## src/rtl/wstrb_lane_monitor.sv

```systemverilog
module wstrb_lane_monitor #(
  parameter int DATA_W = 32,
  parameter int ADDR_W = 16
) (
  input  logic                clk,
  input  logic                rst_n,
  input  logic                aw_valid,
  input  logic                aw_ready,
  input  logic [ADDR_W-1:0]   aw_addr,
  input  logic [2:0]          aw_size,
  input  logic [7:0]          aw_len,
  input  logic [1:0]          aw_burst,
  input  logic                w_valid,
  input  logic                w_ready,
  input  logic [DATA_W/8-1:0] w_strb,
  input  logic                w_last,
  output logic [DATA_W/8-1:0] lane_mask,
  output logic                strb_err,
  output logic                last_err
);
  localparam int NB = DATA_W / 8;
  localparam int OW = $clog2(NB);
  localparam logic [1:0] FIXED = 2'd0;
  localparam logic [1:0] WRAP  = 2'd2;

  logic              active;
  logic [ADDR_W-1:0] cur_addr;
  logic [ADDR_W-1:0] wrap_m;
  logic [2:0]        size_q;
  logic [1:0]        burst_q;
  logic [7:0]        left_q;

  wire              beat    = w_valid && w_ready && active;
  wire              capture = aw_valid && aw_ready && !active;
  wire [ADDR_W-1:0] step    = ADDR_W'(1) << size_q;
  wire [ADDR_W-1:0] aligned = cur_addr & ~(step - ADDR_W'(1));
  wire [ADDR_W-1:0] incr_nx = aligned + step;
  wire [ADDR_W-1:0] wrap_nx = (cur_addr & ~wrap_m) | (incr_nx & wrap_m);

  wire [OW:0] off   = {1'b0, cur_addr[OW-1:0]};
  wire [OW:0] width = (OW+1)'(1) << size_q;
  wire [OW:0] hi    = (off & ~(width - (OW+1)'(1))) + width;

  for (genvar i = 0; i < NB; i++) begin : g_lane
    assign lane_mask[i] = active && ((OW+1)'(i) >= off) && ((OW+1)'(i) < hi);
  end

  always_ff @(posedge clk) begin
    if (!rst_n) begin
      active   <= 1'b0;
      cur_addr <= '0;
      wrap_m   <= '0;
      size_q   <= '0;
      burst_q  <= '0;
      left_q   <= '0;
      strb_err <= 1'b0;
      last_err <= 1'b0;
    end else begin
      strb_err <= beat && |(w_strb & ~lane_mask);
      last_err <= beat && (w_last != (left_q == 8'd0));
      if (capture) begin
        active   <= 1'b1;
        cur_addr <= aw_addr;
        size_q   <= aw_size;
        burst_q  <= aw_burst;
        left_q   <= aw_len;
        wrap_m   <= ((ADDR_W'(aw_len) + ADDR_W'(1)) << aw_size) - ADDR_W'(1);
      end else if (beat) begin
        if (left_q == 8'd0) active <= 1'b0;
        left_q <= left_q - 8'd1;
        if (burst_q == WRAP)       cur_addr <= wrap_nx;
        else if (burst_q != FIXED) cur_addr <= incr_nx;
      end
    end
  end

  a_r7_strb_err_follows_beat: assert property (@(posedge clk) disable iff (!rst_n)
    strb_err |-> $past(w_valid && w_ready && active));

  a_r8_last_err_follows_beat: assert property (@(posedge clk) disable iff (!rst_n)
    last_err |-> $past(w_valid && w_ready && active));

  a_r2_window_width: assert property (@(posedge clk) disable iff (!rst_n)
    active |-> ($countones(lane_mask) >= 1 && $countones(lane_mask) <= int'(width)));

  a_r3_fixed_window_held: assert property (@(posedge clk) disable iff (!rst_n)
    (active && $past(active) && burst_q == FIXED) |-> $stable(lane_mask));

  a_r9_idle_mask_clear: assert property (@(posedge clk) disable iff (!rst_n)
    ($past(beat) && $past(left_q) == 8'd0 && !$past(capture)) |-> lane_mask == '0);
endmodule

```

## config.mk

```make
export PLATFORM = sky130hd
export DESIGN_NAME = wstrb_lane_monitor
export DESIGN_NICKNAME = d
export VERILOG_FILES = /design/src/rtl/wstrb_lane_monitor.sv
export SDC_FILE = /design/constraint.sdc
export NUM_CORES = 1
export LEC_CHECK = 0
export BUFFER_PORTS_ARGS = -buffer_cell sky130_fd_sc_hd__buf_2
export CORE_MARGIN = 5
export CORE_UTILIZATION = 30
export DETAILED_ROUTE_END_ITERATION = 7
export GPL_TIMING_DRIVEN = 0
export PLACE_DENSITY_LB_ADDON = 0.2
export SLEW_MARGIN = 20
export SYNTH_ARGS = -nofsm -noshare
export SYNTH_HDL_FRONTEND = slang
export SYNTH_SLANG_ARGS = --single-unit
```

## constraint.sdc

```tcl
create_clock -name clk -period 4.3 [get_ports clk]
set_input_delay 0.215 -clock clk [delete_from_list [all_inputs] [get_ports clk]]
set_output_delay 0.215 -clock clk [all_outputs]
set_load 0.005 [all_outputs]
```

# Word-level counts from Yosys, hierarchy flattened

Index checks and enable logic that the tools add are counted.

Add/sub/neg operators: 7
Magnitude comparators: 8
Eq/ne operators: 2
Shifts and indexed selects: 3
Mux-type cells: 9
Bitwise operators: 10
Reductions and logical operators: 23

Operators by type and width:

| kind                  | count |
|---|---|
| $mux 16               | 4 |
| $and 16x16->16        | 3 |
| $not 16->16           | 2 |
| $sub 16x1->16 const B | 2 |
| $add 16x16->16        | 1 |
| $mux 8                | 2 |
| $or 16x16->16         | 1 |
| $shl 1x3->16 const A  | 1 |
| $shl 9x3->16          | 1 |
| $logic_and 1x1->1     | 14 |
| $add 8x1->9 const B   | 1 |
| $logic_not 8->1       | 1 |
| $sub 8x1->8 const B   | 1 |
| $lt 1x3->1 const A    | 2 |
| $lt 2x3->1 const A    | 2 |
| $reduce_bool 2->1     | 3 |
| $and 4x4->4           | 1 |
| $ge 1x2->1 const A    | 2 |
| $ge 2x2->1 const A    | 2 |
| $not 4->4             | 1 |
| $reduce_and 2->1      | 2 |
| $reduce_or 4->1       | 1 |
| $add 3x3->3           | 1 |
| $and 2x3->3           | 1 |
| 8 further kinds       | 10 |

Register bits: 48
Bits of input ports: 40
Output and inout bits: 6
Logic and storage cells: 70

# Longest topological paths before layout

Gate-level depths: netlist (run 1).

Depth in word-level cells: 11
Gate-level depth with buffers: 8
Gate-level depth less buffers: 8

# Worst setup path after synthesis (run 1)

Ideal clock, no wire load.

Kind: flip-flop to flip-flop
From: reg size_q[0]
To: reg strb_err
Library setup time: 120 ps
Data arrival time: 1774 ps
Data required time: 4180 ps
Slack: 2406 ps
Cell stages (with the launch flop): 9
Buffers on the path: 0
Period minus slack after synthesis: 1894 ps
Cell sequence: dfxtp_1 nor3_1 and2_1 ha_1 or4b_1 nand2_2 o311ai_1 a32oi_1 a21oi_1

Word-level cells in the longest chain between the ends: 11
Elaborated cells between the ends (all ways): 17
Classes of those cells: add/sub: 2; order compare: 4; shift: 1; bitwise: 4; reduce/logical: 6

Ends and longest elaborated chain:

| what                                     | RTL line | source |
|---|---|---|
| start, declared                          | 29       | `logic [2:0] size_q;` |
| start signal, assigned                   | 64       | `size_q <= aw_size;` |
| $shl 1x3->3 *                            | 41       | `wire [OW:0] width = (OW+1)'(1) << size_q;` |
| $sub 3x1->3                              | 42       | `wire [OW:0] hi = (off & ~(width - (OW+1)'(1))) + width;` |
| $not 3->3                                | 42       |  |
| $and 2x3->3                              | 42       |  |
| $add 3x3->3 *                            | 42       |  |
| $lt 1x3->1 or $lt 2x3->1 (tied branches) | 45       | `assign lane_mask[i] = active && ((OW+1)'(i) >= off) && ((OW+1)'(i) < hi);` |
| $logic_and 1x1->1                        | 45       |  |
| $not 4->4 *                              | 59       | `strb_err <= beat && \|(w_strb & ~lane_mask);` |
| $and 4x4->4 *                            | 59       |  |
| $reduce_or 4->1 *                        | 59       |  |
| $logic_and 1x1->1 *                      | 59       |  |
| end signal, assigned                     | 59       |  |
| end, declared                            | 18       | `output logic strb_err,` |

Every way passes the cells marked *; elsewhere a longest branch is shown, timed or not.
A chain may end at the register's enable or synchronous reset.

# Worst setup path in the final report (run 1)

From: reg size_q[0]
To: out lane_mask[1]

Word-level cells in the longest chain between the ends: 7

Ends and longest elaborated chain:

| what                | RTL line | source |
|---|---|---|
| $shl 1x3->3 *       | 41       |  |
| $sub 3x1->3         | 42       |  |
| $not 3->3           | 42       |  |
| $and 2x3->3         | 42       |  |
| $add 3x3->3 *       | 42       |  |
| $lt 1x3->1 *        | 45       |  |
| $logic_and 1x1->1 * | 45       |  |
| end, declared       | 17       | `output logic [DATA_W/8-1:0] lane_mask,` |

Marked as above.

==> flow_metrics.tcl, run 1 <==
set metrics [dict create \
    reg2reg_to "strb_err" \
    layout_min_cycle_time_ns 2.42 \
    p_int_mw 0.318 \
    cp-start-kind "flop" \
    fin_crit_sh_pct 56.2 \
    ctsResizeCount 0 \
    crit_chain "nor3_1, and2_1, ha_1, or4b_1, nand2_2, or2_1, nor2_1, nor2_1, buf_2" \
    avgRoutedWirePerCell_um 12.0 \
    ff2ff_path_depth 8 \
    endpoint_kind "primary output" \
    drc 0 \
    fin_skew_ns 0.00410 \
    synthFlopType "dfxtp_1" \
    post-synth-top-area-cell "dfxtp_1" \
    syn-num-nets 186 \
    fill_cells 410 \
    grt_max_degree 12 \
    fp.dieH_um 71.3 \
    drtAntennaViolNets 0 \
    cpPeakStageDelay_ns 0.48 \
    vdd_drop_max_mv 0.115 \
    ioPinCount 46 \
    antenna_found_initial 0 \
    clkPwrFrac_pct 32.3 \
    relSlewSlack_pct 58.9 \
    finalMaxSlewViolations 0 \
    hold_path_class "primary input to flop" \
    grt_pass1_wl_mm 4.61 \
    arrival_ns 2.20 \
    cts_made_buffers 3 \
    yosysWarnings 0 \
    multi_input_area_um2 669 \
    vias 1095 \
    async_reset_ff_share_pct 0 \
    setup_tns_ns 0 \
    numPortBuffers 31 \
    gr-usage-met3_pct 3.09 \
    gr-total-overflow 0 \
    dr.pass1.iters 4 \
    cts_hold_buf 0 \
    synthCells 143 \
    first_iter_violations 21 \
    use_met2_pct 19.5 \
    clk_latency_ns 0.25 \
    core_um2 3660 \
    hold_path_depth 3 \
    area_delta_synth_final_pct 24.0 \
    fin_nets 222 \
    netlist.area_leader.share_pct 35.5 \
    globalplace.congestion 0.801 \
    htree_levels 1 \
    p_sw_share_pct 26.7 \
    crit_buf_inv 1 \
    seq_power_share_pct 48.0 \
    seq_area_um2 400 \
    ys_ff_latch 20 \
    busiest_layer "met2" \
    timing.rr.start "size_q[0]" \
    power_mw 0.435 \
    viasPerCell 4.85 \
    yosysSeqAreaShare_pct 35.5 \
    num_rows 22 \
    drt_wl_total_mm 2.72 \
    worst_hold_startpoint "aw_burst[0]" \
    rsz0062_at_grt "false" \
    critPathLaunch "size_q[0]" \
    reg2reg_slack_ns 2.21 \
    slowest_stage "or4b_1" \
    fin_hold_ws_ns 0.199 \
    die_x_um 71.3 \
    first_global_vias 1061 \
    synth_cell_type_count 41 \
    synth_area_um2 1130 \
    fin_cells 226 \
    cts_tree "done" \
    post_cts_buffers 0 \
    cts_max_path_buffers 2 \
    cp.required_ns 4.09 \
    crit_family "simple AND/OR/NAND/NOR gates" \
    avgSynthCellArea_um2 7.88 \
    cap_violations 0 \
    crit_top_cell "nor2_1" \
    cts_sinks 20 \
    synth_edf_count 0 \
    dp.cells 222 \
    use_met1_pct 13.1 \
    synthTopCellsByArea "dfxtp_1, nand2_1, nor2_1" \
    leakage_nw 0.590 \
    initial_core_util_pct 30.8 \
    switching_power_mw 0.116 \
    p_per_area_nw_per_um2 311 \
    setup_viol 0 \
    tightestPinTransition_ns 0.615 \
    dp_hpwl_mm 2.18 \
    grtUsageTotal_pct 11.2 \
    die_area_um2 5080 \
    diodes 0 \
    fmax_mhz 414 \
    root_buffer "clkbuf_8" \
    hold_end "burst_q[0]" \
    clkTransAtPathRegs_ns 0.07 \
    crit_fanout 6 \
    hold_violations 0 \
    pwr-share-comb_pct 19.7 \
    status "finished clean" \
    drive_gt1_share_pct 25.3 \
    worst-setup-path-type "flop to primary output" \
]
[cell usage after synthesis (2+ instances only)]
library cell and number:
xnor2_1 4, nor4_2 2, a311oi_1 4, and2_1 3, buf_4 2, xor2_1 3
nor2b_1 2, clkbuf_1 3, dfxtp_1 20, o21ai_0 8, nand2_1 21, inv_1 6
ha_1 3, nor3_1 2, a21oi_1 11, nor2_1 21, a211oi_1 4
[through the flow]
step | cell area [um^2] | setup WS (ns) | util, %
floorplan | 1130 | 2.41 | -
global placement | 1340 | 2.22 | 36.7
detailed placement | 1340 | 2.15 | 36.7
CTS | 1400 | 1.87 | 38.2
global route | 1400 | 1.68 | 38.2
finish | 1400 | 1.88 | 38.2
[area by class of cell]
| class | instances | area share, % |
|---|---|---|
| clock buffers | 4 | 3.94 |
| inverters | 7 | 1.88 |
| plain buffers | 6 | 2.24 |
| repair buffers | 31 | 11.1 |
| flip-flops and latches | 20 | 28.6 |
| multi-input cells | 110 | 47.9 |
| well taps | 48 | 4.30 |
[worst max-delay path by stage]
stage / slack, ns / cells past startpoint / end
after floorplan: 2.41 / 8 / strb_err
after global placement: 2.22 / 9 / lane_mask[1]
after detailed placement: 2.15 / 9 / lane_mask[1]
after CTS: 1.87 / 9 / lane_mask[1]
after global routing: 1.68 / 9 / lane_mask[1]
final: 1.88 / 9 / lane_mask[1]
[worst min-delay path: cells and delay by family]
| family | cells | cell delay (ns) |
|---|---|---|
| compound gates | 1 | 0.05 |
| buf+inv | 1 | 0.10 |
| simple gates | 1 | 0.04 |
[logic make-up (layout without fill, tap and decap cells)]
group | count (synthesis) | count (layout) | synth area share, %
simple gates | 63 | 63 | 28.4
compound gates | 36 | 36 | 21.3
flops | 20 | 20 | 35.5
buf+inv | 13 | 48 | 5.10
xor+xnor | 7 | 7 | 5.44
fa+ha+maj | 3 | 3 | 3.33
mux | 1 | 1 | 0.888
[registers in the layout, summed over array words and instances (netlist names), named ones only]
name,count
active,1
burst_q,2
last_err,1
left_q,8
size_q,3
strb_err,1
wrap_m,2
[placed cells by master, fill, tap and decap left out, types with 2 or more instances in the layout]
master	instances
buf_2	32
nor2_1	21
nand2_1	21
dfxtp_1	20
a21oi_1	11
o21ai_0	8
inv_1	6
xnor2_1	4
a211oi_1	4
a311oi_1	4
clkbuf_8	4
and2_1	3
clkbuf_1	3
xor2_1	3
ha_1	3
nor3_1	2
buf_4	2
nor2b_1	2
nor4_2	2
[power groups by stage]
stage	registers, mW	logic, mW	clock network, mW
finish	0.208	0.0857	0.141
global route	0.211	0.0982	0.151
CTS	0.209	0.0867	0.144
detailed placement	0.213	0.0859	0
global placement	0.212	0.0838	0
floorplan	0.210	0.0579	0
[routing by layer]
layer / routed length, um / part of all wire [%]
met1: 1180 / 44
met2: 1300 / 48
met3: 200 / 7.4
met4: 35 / 1.3
met5: 0 / 0
No activity file was read; power rests on OpenSTA's default activity.
==> run 2: changes to the inputs <==
==> constraint.sdc (replaced) <==
create_clock -name clk -period 2.2 [get_ports clk]
set_input_delay 0.11 -clock clk [delete_from_list [all_inputs] [get_ports clk]]
set_output_delay 0.11 -clock clk [all_outputs]
set_load 0.005 [all_outputs]
==> run 2 against run 1 <==
  * Clock skew about the same
  * Routed wire length increased by 6.2%
  * Cell count increased by 2.2%
  * First-iteration DRC count increased by 9.5%
  * Critical path type unchanged
  * Core utilization increased by 3.0 points
  * Largest cell class unchanged
  * Clock power increased by 94%
  * Largest power group unchanged
  * Combinational power increased by 130%
  * Critical path depth unchanged
  * Global-route usage increased by 0.12 points
  * Worst hold slack got worse by 0.10 ns
==> flow_metrics.tcl, run 2 (same netlist as run 1, synthesis figures left out) <==
set metrics [dict create \
    status "finished clean" \
    fin_util_pct 41.1 \
    hold_path_depth 3 \
    setup_viol 0 \
    clkTransAtPathRegs_ns 0.07 \
    crit_chain "xnor2_2, nor3_2, ha_2, or4b_4, nand2_4, buf_6, o311ai_2, nand2_1, buf_2" \
    layout_min_cycle_time_ns 2.16 \
    root_buffer "clkbuf_8" \
    mostFrequentLayoutCells "buf_2, nand2_1, nor2_1, dfxtp_1, a21oi_1" \
    htree_levels 1 \
    largest-register "left_q" \
    worst-setup-path-type "flop to primary output" \
    drc 0 \
    crit_buf_inv 2 \
    core_um2 3660 \
    die_x_um 71.3 \
    diodes 0 \
    first_global_vias 1073 \
    avgRoutedWirePerCell_um 12.5 \
    cp.required_ns 2.09 \
    timing.rr.start "size_q[0]" \
    dp_hpwl_mm 2.18 \
    numPortBuffers 31 \
    die_area_um2 5080 \
    endpoint_kind "primary output" \
    final_common_cell "buf_2" \
    grtUsageTotal_pct 11.3 \
    largest_reg_flops 8 \
    first_iter_violations 23 \
    ff2ff_path_depth 10 \
    fin_skew_ns 0.00417 \
    fmax_mhz 462 \
    tightestPinTransition_ns 0.614 \
    place_area_um2 1340 \
    ioPinCount 46 \
    fin_crit_sh_pct 98.3 \
    reg.largest.list "left_q x8, size_q x3" \
    reg2reg_to "strb_err" \
    vdd_drop_max_mv 0.226 \
    hold_violations 0 \
    finalMaxSlewViolations 0 \
    cp-start-kind "flop" \
    arrival_ns 2.05 \
    drive_gt1_share_pct 35.5 \
    grt_max_degree 12 \
    fp.dieH_um 71.3 \
    grt_pass1_wl_mm 4.66 \
    initial_core_util_pct 30.8 \
    area_delta_synth_final_pct 33.6 \
    crit_family "simple AND/OR/NAND/NOR gates" \
    drtAntennaViolNets 0 \
    cpPeakStageDelay_ns 0.54 \
    hold_path_class "primary input to flop" \
    cts_tree "done" \
    highest_layer "met4" \
    cts_made_buffers 3 \
    reg2reg_slack_ns 0.06 \
    rsz0062_at_grt "true" \
    cap_violations 0 \
    cts_max_path_buffers 2 \
    drt_wl_total_mm 2.89 \
    wl_met2_mm 1.45 \
    antenna_found_initial 0 \
    crit_fanout 5 \
    power_mw 0.877 \
    fin_area_um2 1510 \
    dr.pass1.iters 4 \
    vias 1134 \
    worst_hold_startpoint "aw_burst[1]" \
    relSlewSlack_pct 58.9 \
    hold_end "burst_q[1]" \
    wl_met1_mm 1.20 \
    cts_sinks 20 \
    leakage_nw 0.629 \
    dr_wl_met3_um 201 \
    cts_hold_buf 0 \
    fin_nets 227 \
    viasPerCell 4.91 \
    gr-total-overflow 0 \
    globalplace.congestion 0.801 \
    num_rows 22 \
    clk_latency_ns 0.25 \
    fill_cells 394 \
    slowest_stage "or4b_4" \
    p_per_area_nw_per_um2 582 \
]
-- run 2: report_power, final --
part	leakage, nW	switching (mW)	total (mW)	internal, mW
Sequential	0.166	0.0247	0.410	0.385
Clock	0.0288	0.115	0.274	0.159
Combinational	0.434	0.0983	0.193	0.0949
Total	0.629	0.238	0.877	0.639
-- run 2: worst register-to-register path, delay by kind of cell, from the launching register on --
| family | cells | cell delay, ns |
|---|---|---|
| AO/OA/AOI/OAI | 3 | 0.69 |
| AND/OR/NAND/NOR | 4 | 0.56 |
| flip-flops | 1 | 0.38 |
| buffers and inverters | 2 | 0.27 |
| adder cells (fa/ha/maj) | 1 | 0.18 |
-- run 2: layout make-up --
cell class                      count  area, um^2  share of cell area (%)
Tap cell                           48        60.1                    3.99
Sequential cell                    20         410                    27.2
Timing Repair Buffer               36         196                    13.0
Multi-Input combinational cell    110         727                    48.3
Inverter                            7        26.3                    1.74
Clock buffer                        4        55.1                    3.65
Buffer                              6        31.3                    2.08
-- run 2: metal layers --
| metal | GRT usage, % | vias up |
|---|---|---|
| met2 | 20.0 | 32 |
| li1 | - | 583 |
| met1 | 13.1 | 517 |
| met4 | 3.76 | 0 |
| met5 | 0 | - |
| met3 | 3.09 | 2 |
-- run 2: timing repair --
action / CTS / global route
setup buffers: 0 / 5
pin swaps: 0 / 7
endpoints found under the setup margin: 4 / 4
resized for setup: 7 / 14
-- run 2: how the worst max path moves through the flow --
stage,cells after the start,to,from,slack (ns)
3_5_place_dp,8,strb_err,size_q[0],0.07
3_3_place_gp,8,strb_err,size_q[0],0.14
2_1_floorplan,8,strb_err,size_q[0],0.31
5_1_grt,6,lane_mask[0],size_q[0],-0.03
6_report,9,lane_mask[2],flop,0.04
4_1_cts,9,lane_mask[1],size_q[0],0.03
-- run 2: stage by stage --
stage / worst slack, ns / hold slack, ns / std cells / setup TNS (ns)
floorplan: 0.306 / 0.246 / 143 / 0
global placement: 0.144 / 0.352 / 222 / 0
detailed placement: 0.0749 / 0.358 / 222 / 0
CTS: 0.0315 / 0.0926 / 226 / 0
global route: -0.0323 / 0.0909 / 231 / -0.127
finish: 0.0369 / 0.0938 / 231 / 0
